## src/rtl/spi_fic_pkg.sv

```systemverilog
package spi_fic_pkg;
  localparam int unsigned DATA_W = 32;
  localparam int unsigned THR_W  = 4;

  // byte offsets
  localparam logic [7:0] OFF_IE    = 8'h00;
  localparam logic [7:0] OFF_STAT  = 8'h04;
  localparam logic [7:0] OFF_ISTAT = 8'h08;
  localparam logic [7:0] OFF_CTRL  = 8'h0C;
  localparam logic [7:0] OFF_DATA  = 8'h10;

  // bit positions decoded by software
  localparam int unsigned B_OVR    = 0;
  localparam int unsigned B_RCMP   = 3;
  localparam int unsigned B_TCMP   = 4;
  localparam int unsigned B_RRDY   = 9;
  localparam int unsigned B_RXFL   = 4;
  localparam int unsigned B_TXFL   = 12;
  localparam int unsigned B_RXTHR  = 0;
  localparam int unsigned B_TXTHR  = 8;
  localparam int unsigned B_RXNE   = 0;
  localparam int unsigned B_TXLVL  = 8;
  localparam int unsigned B_RXLVL  = 16;

  // flag vector index: 0 overrun, 1 receive complete, 2 transmit complete
  localparam int unsigned N_FLAG = 3;
  typedef logic [N_FLAG-1:0] flag_vec_t;
endpackage

```

## src/rtl/spi_fic_fifo.sv

```systemverilog
module spi_fic_fifo #(
  parameter int unsigned WIDTH = 32,
  parameter int unsigned DEPTH = 8,
  localparam int unsigned PTR_W = (DEPTH > 1) ? $clog2(DEPTH) : 1,
  localparam int unsigned LVL_W = $clog2(DEPTH + 1)
) (
  input  logic             clk,
  input  logic             rst_n,
  input  logic             flush_i,
  input  logic             push_i,
  input  logic             pop_i,
  input  logic [WIDTH-1:0] wdata_i,
  output logic [WIDTH-1:0] head_o,
  output logic [LVL_W-1:0] level_o,
  output logic             full_o,
  output logic             empty_o,
  output logic             push_acc_o,
  output logic             pop_acc_o
);
  logic [WIDTH-1:0] mem_q [DEPTH];
  logic [PTR_W-1:0] wr_q, wr_d, rd_q, rd_d;
  logic [LVL_W-1:0] lvl_q, lvl_d;
  logic             upd_en;

  function automatic logic [PTR_W-1:0] ptr_inc(input logic [PTR_W-1:0] p);
    return (p == PTR_W'(DEPTH - 1)) ? '0 : p + 1'b1;
  endfunction

  assign empty_o    = (lvl_q == '0);
  assign full_o     = (lvl_q == LVL_W'(DEPTH));
  assign pop_acc_o  = pop_i && !empty_o;
  assign push_acc_o = push_i && (!full_o || pop_acc_o);
  assign upd_en     = flush_i || push_acc_o || pop_acc_o;
  assign level_o    = lvl_q;
  assign head_o     = mem_q[rd_q];

  always_comb begin
    wr_d  = wr_q;
    rd_d  = rd_q;
    lvl_d = lvl_q;
    if (flush_i) begin
      wr_d  = '0;
      rd_d  = '0;
      lvl_d = '0;
    end else begin
      if (push_acc_o) wr_d = ptr_inc(wr_q);
      if (pop_acc_o)  rd_d = ptr_inc(rd_q);
      if (push_acc_o && !pop_acc_o)      lvl_d = lvl_q + 1'b1;
      else if (pop_acc_o && !push_acc_o) lvl_d = lvl_q - 1'b1;
    end
  end

  always_ff @(posedge clk or negedge rst_n) begin
    if (!rst_n) begin
      wr_q  <= '0;
      rd_q  <= '0;
      lvl_q <= '0;
    end else if (upd_en) begin
      wr_q  <= wr_d;
      rd_q  <= rd_d;
      lvl_q <= lvl_d;
    end
  end

  always_ff @(posedge clk) begin
    if (push_acc_o && !flush_i) mem_q[wr_q] <= wdata_i;
  end

  assert_level_bound_R2: assert property (@(posedge clk) disable iff (!rst_n)
    lvl_q <= LVL_W'(DEPTH));
  assert_flush_empty_R4: assert property (@(posedge clk) disable iff (!rst_n)
    flush_i |=> empty_o);
  assert_full_reject_R2: assert property (@(posedge clk) disable iff (!rst_n)
    (full_o && push_i && !pop_i && !flush_i) |=> full_o);
endmodule

```

## src/rtl/spi_fic_irq.sv

```systemverilog
module spi_fic_irq
  import spi_fic_pkg::*;
(
  input  logic      clk,
  input  logic      rst_n,
  input  flag_vec_t set_i,
  input  logic      clr_en_i,
  input  flag_vec_t clr_mask_i,
  input  flag_vec_t en_i,
  output flag_vec_t flags_o,
  output logic      irq_o
);
  flag_vec_t flags_q;

  for (genvar g = 0; g < N_FLAG; g++) begin : g_flag
    logic flag_d;
    logic flag_en;

    assign flag_en = set_i[g] || (clr_en_i && clr_mask_i[g]);

    always_comb begin
      flag_d = flags_q[g];
      if (clr_en_i && clr_mask_i[g]) flag_d = 1'b0;
      if (set_i[g])                  flag_d = 1'b1;
    end

    always_ff @(posedge clk or negedge rst_n) begin
      if (!rst_n)       flags_q[g] <= 1'b0;
      else if (flag_en) flags_q[g] <= flag_d;
    end

    assert_clear_R9: assert property (@(posedge clk) disable iff (!rst_n)
      (clr_en_i && clr_mask_i[g] && !set_i[g]) |=> !flags_q[g]);
    assert_set_wins_R9: assert property (@(posedge clk) disable iff (!rst_n)
      set_i[g] |=> flags_q[g]);
  end

  assign flags_o = flags_q;
  assign irq_o   = |(flags_q & en_i);

  assert_irq_masked_R10: assert property (@(posedge clk) disable iff (!rst_n)
    (en_i == '0) |-> !irq_o);
endmodule

```

## src/rtl/spi_fifo_irq_ctrl.sv

```systemverilog
module spi_fifo_irq_ctrl
  import spi_fic_pkg::*;
#(
  parameter int unsigned DEPTH  = 8,
  parameter int unsigned ADDR_W = 5
) (
  input  logic              clk,
  input  logic              rst_n,
  input  logic              reg_wr_en,
  input  logic              reg_rd_en,
  input  logic [ADDR_W-1:0] reg_addr,
  input  logic [31:0]       reg_wdata,
  output logic [31:0]       reg_rdata,
  output logic              irq,
  output logic [31:0]       tx_word,
  output logic              tx_valid,
  input  logic              tx_take,
  input  logic [31:0]       rx_word,
  input  logic              rx_valid
);
  localparam int unsigned LVL_W = $clog2(DEPTH + 1);
  localparam int unsigned CMP_W = ((LVL_W > THR_W) ? LVL_W : THR_W) + 1;

  // decode
  logic sel_ie, sel_stat, sel_istat, sel_ctrl, sel_data;
  assign sel_ie    = (reg_addr == ADDR_W'(OFF_IE));
  assign sel_stat  = (reg_addr == ADDR_W'(OFF_STAT));
  assign sel_istat = (reg_addr == ADDR_W'(OFF_ISTAT));
  assign sel_ctrl  = (reg_addr == ADDR_W'(OFF_CTRL));
  assign sel_data  = (reg_addr == ADDR_W'(OFF_DATA));

  logic tx_flush, rx_flush, tx_push, rx_pop;
  assign tx_flush = reg_wr_en && sel_ctrl && reg_wdata[B_TXFL];
  assign rx_flush = reg_wr_en && sel_ctrl && reg_wdata[B_RXFL];
  assign tx_push  = reg_wr_en && sel_data;
  assign rx_pop   = reg_rd_en && sel_data;

  // queues
  logic [DATA_W-1:0] tx_head, rx_head;
  logic [LVL_W-1:0]  tx_lvl, rx_lvl;
  logic tx_full, tx_empty, tx_push_acc, tx_pop_acc;
  logic rx_full, rx_empty, rx_push_acc, rx_pop_acc;

  spi_fic_fifo #(.WIDTH(DATA_W), .DEPTH(DEPTH)) i_tx_fifo (
    .clk(clk), .rst_n(rst_n), .flush_i(tx_flush), .push_i(tx_push),
    .pop_i(tx_take), .wdata_i(reg_wdata), .head_o(tx_head), .level_o(tx_lvl),
    .full_o(tx_full), .empty_o(tx_empty), .push_acc_o(tx_push_acc),
    .pop_acc_o(tx_pop_acc)
  );

  spi_fic_fifo #(.WIDTH(DATA_W), .DEPTH(DEPTH)) i_rx_fifo (
    .clk(clk), .rst_n(rst_n), .flush_i(rx_flush), .push_i(rx_valid),
    .pop_i(rx_pop), .wdata_i(rx_word), .head_o(rx_head), .level_o(rx_lvl),
    .full_o(rx_full), .empty_o(rx_empty), .push_acc_o(rx_push_acc),
    .pop_acc_o(rx_pop_acc)
  );

  assign tx_word  = tx_head;
  assign tx_valid = !tx_empty;

  // configuration registers
  flag_vec_t        ie_q, ie_d;
  logic [THR_W-1:0] rxthr_q, rxthr_d, txthr_q, txthr_d;
  logic             ie_en, ctrl_en;

  assign ie_en   = reg_wr_en && sel_ie;
  assign ctrl_en = reg_wr_en && sel_ctrl;

  always_comb begin
    ie_d    = {reg_wdata[B_TCMP], reg_wdata[B_RCMP], reg_wdata[B_OVR]};
    rxthr_d = reg_wdata[B_RXTHR +: THR_W];
    txthr_d = reg_wdata[B_TXTHR +: THR_W];
  end

  always_ff @(posedge clk or negedge rst_n) begin
    if (!rst_n) begin
      ie_q <= '0;
    end else if (ie_en) begin
      ie_q <= ie_d;
    end
  end

  always_ff @(posedge clk or negedge rst_n) begin
    if (!rst_n) begin
      rxthr_q <= '0;
      txthr_q <= '0;
    end else if (ctrl_en) begin
      rxthr_q <= rxthr_d;
      txthr_q <= txthr_d;
    end
  end

  // flag events
  logic ovr_set, rcmp_set, tcmp_set, rx_ready;
  assign ovr_set  = rx_valid && rx_full && !rx_pop_acc;
  assign rcmp_set = rx_push_acc && !rx_pop_acc && !rx_flush &&
                    ((CMP_W'(rx_lvl) + CMP_W'(1)) == CMP_W'(rxthr_q));
  assign tcmp_set = tx_pop_acc && !tx_push_acc && !tx_flush &&
                    (CMP_W'(tx_lvl) == (CMP_W'(txthr_q) + CMP_W'(1)));
  assign rx_ready = (rxthr_q != '0) && (CMP_W'(rx_lvl) >= CMP_W'(rxthr_q));

  flag_vec_t flags, set_vec, clr_mask;
  assign set_vec  = {tcmp_set, rcmp_set, ovr_set};
  assign clr_mask = {reg_wdata[B_TCMP], reg_wdata[B_RCMP], reg_wdata[B_OVR]};

  spi_fic_irq i_irq (
    .clk(clk), .rst_n(rst_n), .set_i(set_vec),
    .clr_en_i(reg_wr_en && sel_istat), .clr_mask_i(clr_mask),
    .en_i(ie_q), .flags_o(flags), .irq_o(irq)
  );

  // read path
  logic [31:0] rdata_q, rdata_d;

  always_comb begin
    rdata_d = '0;
    if (sel_ie) begin
      rdata_d[B_OVR]  = ie_q[0];
      rdata_d[B_RCMP] = ie_q[1];
      rdata_d[B_TCMP] = ie_q[2];
    end
    if (sel_stat) begin
      rdata_d[B_RXNE]          = !rx_empty;
      rdata_d[B_TXLVL +: LVL_W] = tx_lvl;
      rdata_d[B_RXLVL +: LVL_W] = rx_lvl;
    end
    if (sel_istat) begin
      rdata_d[B_OVR]  = flags[0];
      rdata_d[B_RCMP] = flags[1];
      rdata_d[B_TCMP] = flags[2];
      rdata_d[B_RRDY] = rx_ready;
    end
    if (sel_ctrl) begin
      rdata_d[B_RXTHR +: THR_W] = rxthr_q;
      rdata_d[B_TXTHR +: THR_W] = txthr_q;
    end
    if (sel_data && !rx_empty) rdata_d = rx_head;
  end

  always_ff @(posedge clk or negedge rst_n) begin
    if (!rst_n)         rdata_q <= '0;
    else if (reg_rd_en) rdata_q <= rdata_d;
  end

  assign reg_rdata = rdata_q;

  assert_overrun_R6: assert property (@(posedge clk) disable iff (!rst_n)
    (rx_valid && rx_full && !rx_pop) |=> flags[0]);
  assert_empty_read_R3: assert property (@(posedge clk) disable iff (!rst_n)
    (reg_rd_en && sel_data && rx_empty) |=> (reg_rdata == '0));
  assert_rcmp_level_R7: assert property (@(posedge clk) disable iff (!rst_n)
    ($rose(flags[1]) && $stable(rxthr_q)) |-> (CMP_W'(rx_lvl) >= CMP_W'(rxthr_q)));
  assert_rdata_hold_R11: assert property (@(posedge clk) disable iff (!rst_n)
    !reg_rd_en |=> $stable(reg_rdata));
endmodule

```

## config.mk

```make
export PLATFORM = sky130hd
export DESIGN_NAME = spi_fifo_irq_ctrl
export DESIGN_NICKNAME = d
export VERILOG_FILES = /design/src/rtl/spi_fic_pkg.sv /design/src/rtl/spi_fic_fifo.sv /design/src/rtl/spi_fic_irq.sv /design/src/rtl/spi_fifo_irq_ctrl.sv
export SDC_FILE = /design/constraint.sdc
export NUM_CORES = 1
export LEC_CHECK = 0
export ABC_AREA = 1
export BUFFER_PORTS_ARGS = -buffer_cell sky130_fd_sc_hd__buf_2
export CAP_MARGIN = 20
export CORE_UTILIZATION = 41
export CTS_CLUSTER_DIAMETER = 30
export DETAILED_ROUTE_END_ITERATION = 12
export GPL_TIMING_DRIVEN = 0
export PLACE_DENSITY = 0.66
export SLEW_MARGIN = 20
export SYNTH_ARGS = -nofsm -noshare
export SYNTH_HDL_FRONTEND = slang
export SYNTH_SLANG_ARGS = --single-unit
```

## constraint.sdc

```tcl
create_clock -name clk -period 4.3 [get_ports clk]
set_clock_uncertainty 0.15 [all_clocks]
set_input_delay 0.86 -clock clk [delete_from_list [all_inputs] [get_ports clk]]
set_output_delay 0.86 -clock clk [all_outputs]
set_load 0.02 [all_outputs]
```

# Yosys cells after proc, flatten, opt, wreduce, memory -nomap -nowiden
# Memory sizes are Yosys's and may differ from the RTL's.
# Cells that the tools add are included.
[word_totals] out_inout_bits=66 ramBits=512 inputBits=75 mem_count=2 regBits=66
[classes] n_lt_le_gt_ge=1 bitwise=1 mux=39 n_addsub=10 n_reduce_logical=70 n_eq_ne=12
[memory_table] memory="i_rx_fifo.mem_q" words=8 width=32 rd=1 rd_ports_with_merged_regs=0 wr=1 line_no="spi_fic_fifo.sv:20" source="logic [WIDTH-1:0] mem_q [DEPTH];"
[memory_table] memory="i_tx_fifo.mem_q" words=8 width=32 rd=1 rd_ports_with_merged_regs=0 wr=1 line_no="spi_fic_fifo.sv:20"
[op_table] cell="$mux W4" count=10
[op_table] cell="$mux W3" count=12
[op_table] cell="$mux W32" count=1
[op_table] cell="$logic_and A1 B1 Y1" count=28
[op_table] cell="$reduce_and A2 Y1" count=9
[op_table] cell="$mux W1" count=14
[op_table] cell="$reduce_bool A2 Y1" count=7
[op_table] cell="$add A3 B1 Y3 const B" count=4
[op_table] cell="$eq A3 B3 Y1 const B" count=4
[op_table] cell="$add A4 B1 Y5 const B" count=2
[op_table] cell="$eq A5 B4 Y1 const B" count=2
[op_table] cell="$logic_not A1 Y1" count=10
[op_table] cell="$logic_or A1 B1 Y1" count=9
[op_table] cell="$add A4 B1 Y4 const B" count=2
[op_table] cell="$eq A4 B4 Y1 const B" count=2
[op_table] cell="$logic_not A4 Y1" count=2
[op_table] cell="$sub A4 B1 Y4 const B" count=2
[op_table] cell="$reduce_bool A3 Y1" count=2
[op_table] cell="$eq A4 B5 Y1" count=1
[op_table] cell="$eq A5 B3 Y1 const B" count=1
[op_table] cell="$eq A5 B4 Y1" count=1
[op_table] cell="$eq A5 B5 Y1 const B" count=1
[op_table] cell="$logic_not A5 Y1" count=1
[op_table] cell="$ge A4 B4 Y1" count=1
[op_table] cell="other kinds (4)" count=5

# Longest topological paths before layout
# Gate-level depths: netlist of the first run.
[logic_depth] word_depth=11 depth_mapped=19

# By module
# A second synthesis of the first run with hierarchy kept.
[hier_totals] hier_cells=1991 area_unflattened_um2=23927.9
[by_module_without_submodules] module="spi_fic_fifo at i_tx_fifo" n_inst=1 area_each_um2=10659.0 cells_each=815
[by_module_without_submodules] module="spi_fic_fifo at i_rx_fifo" n_inst=1 area_each_um2=10632.7 cells_each=815
[by_module_without_submodules] module="spi_fifo_irq_ctrl" n_inst=1 area_each_um2=2499.9 cells_each=342
[by_module_without_submodules] module="spi_fic_irq" n_inst=1 area_each_um2=136.4 cells_each=19

# Worst setup path before layout of the first run
# OpenSTA, ideal clock, no wires.
[synth_path] path_kind="input to register" from="input port reg_addr[1]" to="memory i_tx_fifo.mem_q[2][0], enable pin" path_slack_ns=-0.044 t_arrival_ns=3.733 path_stages=7 t_required_ns=3.689 n_path_buf=0 cell_sequence="nor2_4 nand2_4 nor2_8 nand3_2 inv_2 nand2_1 nor3_1"
[synth_between] elab_chain_cells=7 elab_cells_between_ends=10
[synth_lines] item="from (decl)" line_no="spi_fifo_irq_ctrl.sv:11" source="input logic [ADDR_W-1:0] reg_addr,"
[synth_lines] item="$eq A5 B4 Y1" line_no="spi_fifo_irq_ctrl.sv:29" source="assign sel_ctrl = (reg_addr == ADDR_W'(OFF_CTRL));"
[synth_lines] item="$logic_and A1 B1 Y1 (2 in a row)" line_no="spi_fifo_irq_ctrl.sv:33" source="assign tx_flush = reg_wr_en && sel_ctrl && reg_wdata[B_TXFL];"
[synth_lines] item="$logic_not A1 Y1" line_no="spi_fic_fifo.sv:66" source="if (push_acc_o && !flush_i) mem_q[wr_q] <= wdata_i;"
[synth_lines] item="$logic_and A1 B1 Y1 (*)" line_no="spi_fic_fifo.sv:66"
[synth_lines] item="$mux W1 (*)" line_no="spi_fic_fifo.sv:66"
[synth_lines] item="$mux W1 (implied by the code) (*)" line_no="spi_fic_fifo.sv:66"
[synth_lines] item="to (decl)" line_no="spi_fic_fifo.sv:20"
# Mark *: on every way between the ends. The rest lies on a longest branch, timed or not.

# Worst setup path after layout of the first run
[layout_path] from="register i_tx_fifo.rd_q[1]" to="output port tx_word[23]"
[layout_between] elab_chain_cells=1
[layout_lines] item="from (decl)" line_no="spi_fic_fifo.sv:21" source="logic [PTR_W-1:0] wr_q, wr_d, rd_q, rd_d;"
[layout_lines] item="from (signal assigned)" line_no="spi_fic_fifo.sv:60" source="rd_q <= rd_d;"
[layout_lines] item="$mem_v2 Z8 W32"
[layout_lines] item="to (decl)" line_no="spi_fifo_irq_ctrl.sv:15" source="output logic [31:0] tx_word,"
# Every way passes these cells.

==> results of run 1 <==
## final timing paths
check	start	end	slack, ns	depth (start not counted)
setup / recovery	i_tx_fifo.rd_q[1]	tx_word[23]	0.38	7
hold / removal	reg_rdata[12]	reg_rdata[12]	0.33	2
setup reg to reg	i_rx_fifo.level_o[0]	i_rx_fifo.mem_q[1][10]	1.39	10
hold reg to reg	reg_rdata[12]	reg_rdata[12]	0.33	2
max in group asynchronous	rst_n	i_tx_fifo.level_o[1]	2.93	3
min in group asynchronous	rst_n	reg_rdata[29]	0.48	2
## placed cells by master (no fill, tap or decap), types with 4 or more instances in the layout
cell type / n
edfxtp_1: 512
nor2_1: 383
nand2_1: 233
o21ai_0: 214
buf_2: 166
clkbuf_16: 112
dfrtp_1: 66
clkbuf_1: 64
o32ai_1: 64
nand3_1: 59
inv_1: 53
o221ai_1: 36
buf_4: 32
o211ai_1: 24
ha_1: 23
a21oi_1: 22
clkinv_2: 19
bufinv_16: 18
clkinvlp_4: 16
clkinv_4: 14
nor2_4: 13
clkinv_1: 11
buf_16: 10
buf_6: 8
nand2_4: 8
o21ai_1: 7
xnor2_1: 7
xor2_1: 6
clkbuf_8: 6
nor3_2: 5
diode_2: 4
o22ai_1: 4
nand3_2: 4
inv_2: 4
buf_8: 4
## worst reg2reg max path, cell delays in order, from the launching register on
cell and delay [ns]:
dfrtp_1 0.50, inv_1 0.11, ha_1 0.25, nand3_2 0.12, nand3_4 0.15, nand2_4 0.11
nand2_4 0.07, nor2_8 0.13, nand2_4 0.11, nor2_4 0.65, buf_16 0.25
## through the flow
step / util / total power [mW] / setup slack [ns]
floorplan: - / 10.7 / -0.0442
global placement: 0.445 / 12.6 / -2.42
detailed placement: 0.456 / 12.9 / 0.779
CTS: 0.526 / 21.9 / 0.408
global route: 0.526 / 22.8 / 0.215
finish: 0.526 / 21.8 / 0.384
## sequential cells by signal (all words and copies together), names as in the netlist
| name | count |
|---|---|
| i_rx_fifo.wr_q | 3 |
| i_tx_fifo.level_o | 4 |
| i_irq.flags_o | 3 |
| i_rx_fifo.level_o | 4 |
| i_tx_fifo.mem_q | 256 |
| i_tx_fifo.rd_q | 3 |
| reg_rdata | 32 |
| ie_q | 3 |
| i_rx_fifo.mem_q | 256 |
| i_tx_fifo.wr_q | 3 |
| i_rx_fifo.rd_q | 3 |
| txthr_q | 4 |
| rxthr_q | 4 |
## cell families after synthesis
logic type,after synthesis,share of synthesized area
fa+ha+maj,24,0.0131
xor+xnor,13,0.00484
simple gates,723,0.127
flops,578,0.723
compound gates,374,0.0992
buf+inv,166,0.0322
## synth_stat cells (2+ instances only)
| library cell | count |
|---|---|
| o211ai_1 | 24 |
| nor2_8 | 2 |
| a21oi_1 | 22 |
| nand3_1 | 59 |
| o221ai_1 | 36 |
| o21ai_1 | 7 |
| nor2_4 | 3 |
| xnor2_1 | 7 |
| buf_6 | 2 |
| clkbuf_1 | 56 |
| ha_1 | 23 |
| nand3_4 | 2 |
| nand4_1 | 2 |
| buf_2 | 28 |
| o22ai_1 | 4 |
| inv_1 | 53 |
| dfrtp_1 | 66 |
| o32ai_1 | 64 |
| o21ai_0 | 214 |
| xor2_1 | 6 |
| edfxtp_1 | 512 |
| buf_8 | 2 |
| buf_1 | 3 |
| inv_2 | 4 |
| nand2_2 | 2 |
| nand3b_1 | 2 |
| nand2_4 | 8 |
| buf_4 | 16 |
| nor2_1 | 393 |
| nand3_2 | 4 |
| nor3_1 | 9 |
| nand2_1 | 233 |
## power by group
group / switching (mW) / internal, mW / total (mW) / leakage [nW]
Sequential: 0.246 / 6.63 / 6.88 / 5.46
Clock: 2.92 / 5.96 / 8.89 / 1.89
Combinational: 4.22 / 1.82 / 6.04 / 3.71
Total: 7.39 / 14.4 / 21.8 / 11.1
## metal layers
layer,up-vias,GRT usage
met5,-,0
li1,7411,-
met3,160,0.0452
met4,14,0.0939
met2,657,0.365
met1,8139,0.265
## cell type report
type | count | area, um2 | share of cell area
flip-flops and latches | 578 | 17000 | 0.572
diodes | 4 | 10.0 | 0.000336
multi-input cells | 1134 | 5860 | 0.197
inverters | 58 | 219 | 0.00735
clock inverters | 84 | 1040 | 0.0348
clock buffers | 126 | 2920 | 0.0979
plain buffers | 108 | 539 | 0.0181
repair buffers | 174 | 1210 | 0.0408
well taps | 756 | 946 | 0.0318
==> qor.csv, run 1 <==
stage,metric,value,unit
logic_synthesis,yosysTopAreaCell,edfxtp_1,
floorplan,die_h,242,um
job,drv_cap,0,
timing,finalHoldViolCount,0,
cts,h-tree-depth,3,
timing,worstMarginPinSlew,0.834,ns
worst_hold_path,hold_class,reg -> reg,
floorplan,die_w,242,um
final_layout,fin_cells,3022,
global_routing,grt_pass1_wl,96400,um
cts,cts_tree,done,
critical_path,worstPathCellList,"clkbuf_1, clkbuf_1, o21ai_0, o32ai_1, nand2_1, nand2_1, buf_2",
final_layout,nNetsFinal,2264,
placement,port_buffers,139,
placement,dp_hpwl,41000,um
floorplan,core,56600,um2
logic_synthesis,syn_inst,1878,
placement,post_dp_cell_area,25800,um2
floorplan,io_pins,141,
critical_path,cp-start-kind,flop,
logic_synthesis,async_flop_share,0.114,
timing,hold_slack,0.329,ns
critical_path,required,3.29,ns
timing,min_period,3.92,ns
logic_synthesis,ys_top_cells_by_area,"edfxtp_1, dfrtp_1, nor2_1",
routing,drtIter0Drc,1421,
logic_synthesis,synth_edf_count,512,
routing,wl_met2,31200,um
critical_path,path_buf_inv,3,
cts,cts_root_buf,clkbuf_16,
routing,remaining_drc_errors,0,
status,outcome,finished clean,
cts,numCtsBuffers,111,
logic_synthesis,syn_area_per_cell,12.5,um2
timing,finalCritPeriodShare,0.911,
critical_path,worst-setup-path-type,reg -> out,
cts,ctsHoldBuffers,1,
cts,cts_setup_buffers,0,
routing,met3WireLength,4360,um
power,ir_drop,0.501,mV
routing,dr.max_layer_used,met5,
global_routing,grtUsageTotal,0.215,
logic_synthesis,synth-main-ff-cell,edfxtp_1,
global_routing,antenna_found_initial,11,
placement,dp_cells,2807,
final_layout,fin_area,29800,um2
logic_synthesis,yosysSeqAreaShare,0.723,
logic_synthesis,yosysWarnings,0,
cts,cts.sinks,578,
timing,finalSetupViolations,0,
timing,rsz0062_at_grt,false,
timing,setup_tns,0,ns
final_layout,syn2layout_area_growth,26.5,%
routing,vias,16400,
final_layout,final.fill_count,4671,
final_layout,layout-drive-gt1-share,0.203,
logic_synthesis,syn_area,23500,um2
logic_synthesis,synth_top_cell_area_share,0.653,
floorplan,initial_core_util,0.416,
routing,drt-wirelength-per-cell,20.8,um
critical_path,crit_family,buffers and inverters,
cts,cts_max_path_buffers,3,
power,power.leakage,11.1,nW
timing,slew_headroom,0.441,
critical_path,worst-path-max-fanout,10,
power,p_per_area,732,nW/um2
timing,max_freq,255,MHz
critical_path,max_stage_delay,0.61,ns
cts,cts_resized,0,
routing,firstDrtPassIters,5,
cts,clk_pin_slew,0.05,ns
routing,ant_nets,0,
global_routing,grt_overflow,0,
routing,vias_per_cell,5.42,
logic_synthesis,synth_cell_types,42,
routing,finalWirelength,62900,um
placement,gp_congestion,0.815,
cts,clk_latency,0.65,ns
timing,drv_slew,0,
global_routing,grt_pass1_vias,16600,
floorplan,rows,87,
critical_path,endpoint_kind,output port,
logic_synthesis,synth_nets,1977,
critical_path,cp_slowest_cell,clkbuf_1,
critical_path,worstPathArrival,2.91,ns
global_routing,grt_max_degree,52,
floorplan,dieArea,58400,um2
logic_synthesis,ys_ff_latch,578,
routing,wirelength_met1,25100,um
(Power assumes the default switching activity.)
==> run 2, diff against run 1 <==
--- a/constraint.sdc
+++ b/constraint.sdc
@@ -3,3 +3,3 @@
 set_input_delay 0.86 -clock clk [delete_from_list [all_inputs] [get_ports clk]]
 set_output_delay 0.86 -clock clk [all_outputs]
-set_load 0.02 [all_outputs]
+set_load 0.1 [all_outputs]
==> run 2 against run 1 <==
  * Utilization stayed put
  * Largest cell class unchanged
  * Critical path depth stayed put
  * Non-clock buffer count unchanged
  * Count of clock-buffer cells in the layout unchanged
==> qor.csv, run 2 (synthesis gave the netlist of run 1 again) <==
stage,metric,value,unit,change
status,outcome,finished clean,,
critical_path,worst-setup-path-type,reg -> out,,
routing,drt-wirelength-per-cell,20.8,um,about the same
routing,drtIter0Drc,1463,,+3.0%
cts,cts_setup_buffers,0,,unchanged
final_layout,final_util,0.526,,unchanged
cts,clk_pin_slew,0.05,ns,about the same
timing,rsz0062_at_grt,false,,
global_routing,grt_max_degree,52,,unchanged
timing,drv_slew,0,,unchanged
final_layout,nNetsFinal,2264,,unchanged
power,ir_drop,0.917,mV,+83%
final_layout,syn2layout_area_growth,26.5,%,unchanged
critical_path,cp-start-kind,flop,,
cts,numCtsBuffers,111,,unchanged
cts,cts_max_path_buffers,3,,unchanged
floorplan,io_pins,141,,unchanged
floorplan,rows,87,,unchanged
cts,cts_root_buf,clkbuf_16,,
placement,gp_congestion,0.815,,unchanged
global_routing,grt_pass1_wl,96400,um,unchanged
routing,vias_per_cell,5.43,,+0.10%
global_routing,antenna_found_initial,11,,unchanged
routing,ant_nets,0,,unchanged
timing,finalSetupViolations,0,,unchanged
power,power.leakage,11.1,nW,about the same
final_layout,final.fill_count,4671,,unchanged
timing,min_period,4.16,ns,+0.248 ns
routing,firstDrtPassIters,5,,unchanged
final_layout,layout.cells.most_common,edfxtp_1,,
timing,slew_headroom,0.450,,+0.00827
critical_path,reg2reg_to,i_rx_fifo.mem_q[1][10],,
routing,finalWirelength,62800,um,about the same
worst_hold_path,hold_path_end,reg_rdata[12],,
critical_path,worst-path-max-fanout,10,,unchanged
global_routing,grt_overflow,0,,unchanged
critical_path,worstPathArrival,3.15,ns,+0.24 ns
cts,h-tree-depth,3,,unchanged
placement,dp_hpwl,41000,um,unchanged
floorplan,initial_core_util,0.416,,unchanged
final_layout,fin_cells,3021,,-0.033%
job,drv_cap,0,,unchanged
cts,cts_tree,done,,
critical_path,required,3.29,ns,about the same
critical_path,worstRegToRegCells,10,,unchanged
timing,worstMarginPinSlew,0.824,ns,-0.00982 ns
placement,dp_cells,2807,,unchanged
cts,cts.sinks,578,,unchanged
critical_path,rrSetupSlack,1.39,ns,about the same
routing,vias,16400,,+0.067%
worst_hold_path,hold_class,reg -> reg,,
timing,finalCritPeriodShare,0.968,,+0.0578
cts,clk_latency,0.65,ns,about the same
timing,finalHoldViolCount,0,,unchanged
floorplan,core,56600,um2,unchanged
routing,remaining_drc_errors,0,,unchanged
critical_path,endpoint_kind,output port,,
floorplan,die_w,242,um,unchanged
global_routing,grtUsageTotal,0.215,,unchanged
worst_hold_path,holdPathStages,2,,unchanged
global_routing,grt_pass1_vias,16600,,unchanged
floorplan,die_h,242,um,unchanged
final_layout,layout_common_cells,"edfxtp_1, nor2_1, nand2_1",,
timing,max_freq,240,MHz,-6.0%
floorplan,dieArea,58400,um2,unchanged
timing,hold_slack,0.329,ns,-0.0000690 ns
critical_path,rr_startpoint,i_rx_fifo.level_o[0],,
placement,port_buffers,139,,unchanged
worst_hold_path,hold_start,reg_rdata[12],,
power,p_per_area,792,nW/um2,+8.2%
final_layout,layout-drive-gt1-share,0.204,,+0.000884
-- run 2: worst max path at each step --
stage,startpoint,to,slack [ns],depth (start not counted)
floorplan,reg_addr[1],i_tx_fifo.mem_q[0][0],-0.04,7
global placement,reg_addr[1],i_tx_fifo.mem_q[1][16],-2.42,8
detailed placement,reg_addr[1],i_tx_fifo.mem_q[1][16],0.78,10
CTS,i_tx_fifo.rd_q[1],tx_word[5],0.15,7
global route,i_tx_fifo.rd_q[1],tx_word[1],0.01,7
finish,i_tx_fifo.rd_q[1],tx_word[5],0.14,7
-- run 2: layer usage --
| metal | vias up | wire length, um | GRT usage |
|---|---|---|---|
| li1 | 7411 | - | - |
| met3 | 155 | 4430 | 0.0452 |
| met2 | 677 | 31300 | 0.365 |
| met4 | 14 | 2110 | 0.0939 |
| met1 | 8135 | 24900 | 0.265 |
| met5 | - | 90 | 0 |
-- run 2: final cells by class --
type	count	area (um2)	area share
sequential	578	17000	0.572
timing repair buffer	174	1210	0.0408
clock buffer	126	2920	0.0979
clock inverter	84	1040	0.0348
buffer	108	542	0.0182
antenna	3	7.51	0.000252
tap	756	946	0.0318
inverter	58	219	0.00735
multi-input combinational	1134	5860	0.197
-- run 2: timing repair --
| action | CTS | global route |
|---|---|---|
| setup endpoints to repair | 0 | 2 |
| hold buffers | 1 | 0 |
| resized for setup | 0 | 4 |
| endpoints found under the hold margin | 15 | 0 |
-- run 2: worst max-delay path: stages (launching register included) --
cell and delay (ns):
dfrtp_1 0.42, clkbuf_1 0.46, clkbuf_1 0.54, o21ai_0 0.23, o32ai_1 0.18, nand2_1 0.08
nand2_1 0.14, buf_2 0.45
-- run 2: per-stage QoR --
step | area [um2] | total power [mW] | TNS [ns] | worst slack (ns)
3_3_place_gp | 25200 | 14.4 | -632.53 | -2.42
6_report | 29800 | 23.6 | 0 | 0.136
3_5_place_dp | 25800 | 14.7 | 0 | 0.779
2_1_floorplan | 23500 | 12.5 | -6.90 | -0.0442
4_1_cts | 29800 | 23.6 | 0 | 0.146
5_1_grt | 29800 | 24.5 | 0 | 0.0124
-- run 2: where the power goes --
group | switching, mW | internal (mW) | leakage (nW) | total [mW]
clock | 2.93 | 5.97 | 1.89 | 8.89
sequential | 0.247 | 6.63 | 5.46 | 6.88
combinational | 6.00 | 1.82 | 3.72 | 7.82
==> run 3, diff against run 2 <==
- ABC_AREA: 1 -> default
- PLACE_DENSITY: 0.66 -> 0.67
==> run 3 against run 2 <==
  * Critical endpoint is now tx_word[12]
  * Sequential cell count unchanged
  * Critical path type unchanged
  * Maximum frequency up 0.93%
  * Synthesized cell count down 42%
  * Highest routed layer unchanged
  * Register-to-register slack worse by 1.0 ns
  * Count of clock-buffer cells in the layout up 10
  * Clock power down 5.5%
  * Die area down 3.7%
  * Worst hold slack better by 0.00063 ns
  * Largest power group unchanged
  * Utilization up 0.21 points
==> qor.csv, run 3 <==
stage,metric,value,unit,change
status,outcome,finished clean,,
logic_synthesis,syn_inst,1087,,-42%
critical_path,max_stage_delay,0.62,ns,+0.08 ns
routing,drtIter0Drc,803,,-45%
cts,clk_pin_slew,0.05,ns,about the same
cts,clk_latency,0.65,ns,about the same
timing,worstMarginPinSlew,0.970,ns,+0.147 ns
timing,slew_headroom,0.353,,-0.0964
logic_synthesis,yosysSeqAreaShare,0.752,,+0.0284
final_layout,final_util,0.528,,+0.00208
power,ir_drop,0.443,mV,-52%
critical_path,cp_common_cell,clkbuf_1,,
floorplan,initial_core_util,0.418,,+0.00175
floorplan,rows,85,,-2.3%
logic_synthesis,synth_edf_count,512,,unchanged
cts,cts_setup_buffers,0,,unchanged
global_routing,grtUsageTotal,0.182,,-0.0326
timing,setup_tns,0,ns,unchanged
floorplan,die_w,237,um,-1.9%
logic_synthesis,synth-main-ff-cell,edfxtp_1,,
timing,finalSetupViolations,0,,unchanged
critical_path,cp_slowest_cell,clkbuf_1,,
logic_synthesis,synth_compound_area_frac,0.0254,,-0.0739
logic_synthesis,yosys-mux-area-fraction,0.167,,+0.167
floorplan,die_h,237,um,-1.9%
routing,firstDrtPassIters,5,,unchanged
critical_path,cp-start-kind,flop,,
logic_synthesis,synth_cell_types,50,,+19%
floorplan,dieArea,56200,um2,-3.7%
placement,dp_hpwl,32100,um,-22%
power,p_per_area,714,nW/um2,-9.9%
cts,cts_root_buf,clkbuf_16,,
critical_path,worstPathArrival,3.12,ns,-0.03 ns
routing,ant_nets,0,,unchanged
logic_synthesis,yosysTopAreaCell,edfxtp_1,,
cts,cts_max_path_buffers,3,,unchanged
logic_synthesis,synth-simple-area-share,0.0244,,-0.103
critical_path,path_buf_inv,3,,unchanged
global_routing,grt_pass1_vias,12600,,-24%
critical_path,worst-path-max-fanout,10,,unchanged
critical_path,worst-setup-path-type,reg -> out,,
routing,vias,11600,,-29%
global_routing,antenna_found_initial,4,,-7
final_layout,layout_common_cells,"edfxtp_1, buf_2, mux4_2",,
routing,vias_per_cell,5.33,,-1.8%
final_layout,layout.cells.most_common,edfxtp_1,,
logic_synthesis,yosysWarnings,0,,unchanged
timing,min_period,4.13,ns,-0.0383 ns
timing,max_freq,242,MHz,+0.93%
logic_synthesis,synth_nets,1186,,-40%
global_routing,grt_overflow,0,,unchanged
critical_path,rr_startpoint,i_rx_fifo.level_o[0],,
routing,remaining_drc_errors,0,,unchanged
logic_synthesis,ys_ff_latch,578,,unchanged
timing,rsz0062_at_grt,false,,
logic_synthesis,synth_common_cells,"edfxtp_1, mux4_2, dfrtp_1",,
cts,numCtsBuffers,110,,-0.90%
logic_synthesis,synth_adder_area_share,0.0136,,+0.000513
global_routing,grt_max_degree,52,,unchanged
logic_synthesis,yosys.area_share.xor_xnor,0.00619,,+0.00135
final_layout,layout-drive-gt1-share,0.379,,+0.175
worst_hold_path,hold_class,in -> reg,,
worst_hold_path,hold_start,rx_word[15],,
floorplan,core,54200,um2,-4.2%
placement,port_buffers,140,,+0.72%
logic_synthesis,synth_top_cell_area_share,0.679,,+0.0256
job,drv_cap,0,,unchanged
final_layout,syn2layout_area_growth,26.5,%,about the same
cts,cts_tree,done,,
logic_synthesis,syn_area_per_cell,20.8,um2,+66%
logic_synthesis,ys_top_cells_by_area,"edfxtp_1, mux4_2, dfrtp_1",,
placement,gp_congestion,0.768,,-5.7%
critical_path,worstPathCellList,"clkbuf_1, clkbuf_1, mux4_2, mux2_2, buf_2",,
timing,drv_slew,0,,unchanged
logic_synthesis,yosys.cell_count.top_type,edfxtp_1,,
logic_synthesis,syn_area,22600,um2,-3.8%
cts,cts.sinks,578,,unchanged
cts,h-tree-depth,3,,unchanged
logic_synthesis,async_flop_share,0.114,,unchanged
floorplan,io_pins,141,,unchanged
final_layout,nNetsFinal,1477,,-35%
timing,finalCritPeriodShare,0.960,,-0.00890
critical_path,endpoint_kind,output port,,
power,fin_total_pwr,20.5,mW,-13%
logic_synthesis,synth_top_family_by_area,multiplexers,,
power,power.leakage,9.95,nW,-10%
critical_path,crit_start,i_tx_fifo.rd_q[1],,
timing,finalHoldViolCount,0,,unchanged
routing,drt-wirelength-per-cell,22.8,um,+9.8%
global_routing,grt_pass1_wl,76300,um,-21%
critical_path,required,3.29,ns,about the same
critical_path,crit_family,buffers and inverters,,
routing,finalWirelength,49600,um,-21%
## run 3: cell count changes after synthesis, sizes merged, moves of 60 or more
cell	delta
nor2	-367
nand2	-219
nand3	-60
o32ai	-64
o21ai	-202
mux4	+129
## run 3: worst register-to-register path, cell delays in order (launching register included)
cell and delay, ns:
dfrtp_1 0.46, inv_1 0.20, ha_1 0.21, nand2b_1 0.07, or2_2 0.29, nand2_1 0.08, clkbuf_1 0.44, clkbuf_2 0.41
ha_1 0.32, inv_1 0.06, ha_1 0.33, a21boi_0 0.21, o221ai_1 0.16, or4_1 0.41, nand2_1 0.08
## run 3: stage by stage
step / hold WS [ns] / cell area [um2] / setup slack [ns] / std cells
floorplan: 0.322 / 22700 / -0.944 / 1087
global placement: 0.319 / 24200 / -3.65 / 1923
detailed placement: 0.318 / 24900 / -0.115 / 1961
CTS: 0.301 / 28600 / 0.0389 / 2170
global route: 0.305 / 28600 / 0.0125 / 2170
finish: 0.330 / 28600 / 0.174 / 2171
## run 3: what timing repair did
item                                    4_1_cts  5_1_grt
gates resized for setup                       4        5
endpoints found under the setup margin       18        4
endpoints found under the hold margin        15        0
hold buffers                                  1        0
## run 3: kinds of logic after synthesis
kind of cell             Yosys count
AND/OR/NAND/NOR                  109
XOR/XNOR                          16
flip-flops                       578
adder cells (fa/ha/maj)           24
buffers and inverters             68
AO/OA/AOI/OAI                     81
multiplexers                     211
## run 3: area by class of cell
cell class / count / area, um2
clock buffers: 136 / 2920
inverters: 19 / 71.3
fillers: 4178 / 25600
plain buffers: 49 / 214
diodes: 1 / 2.50
clock inverters: 72 / 803
repair buffers: 179 / 1250
well taps: 696 / 871
multi-input cells: 441 / 5480
flip-flops and latches: 578 / 17000
## run 3: final timing paths
check / endpoint / cells past startpoint / slack [ns]
setup / recovery: tx_word[12] / 5 / 0.17
hold / removal: i_rx_fifo.mem_q[1][15] / 1 / 0.33
setup reg to reg: i_rx_fifo.level_o[3] / 14 / 0.35
hold reg to reg: reg_rdata[26] / 1 / 0.33
max in group asynchronous: i_tx_fifo.rd_q[0] / 3 / 2.87
min in group asynchronous: reg_rdata[14] / 2 / 0.51
## run 3: power breakdown
part / internal, mW / switching, mW
clock network: 5.56 / 2.84
logic: 1.76 / 3.44
registers: 6.61 / 0.247
total: 13.9 / 6.53
## run 3: layer usage
metal  share of wire  GRT usage
met3           0.055     0.0451
met2            0.51      0.313
met4           0.021     0.0567
met1            0.41      0.228
met5          0.0010          0
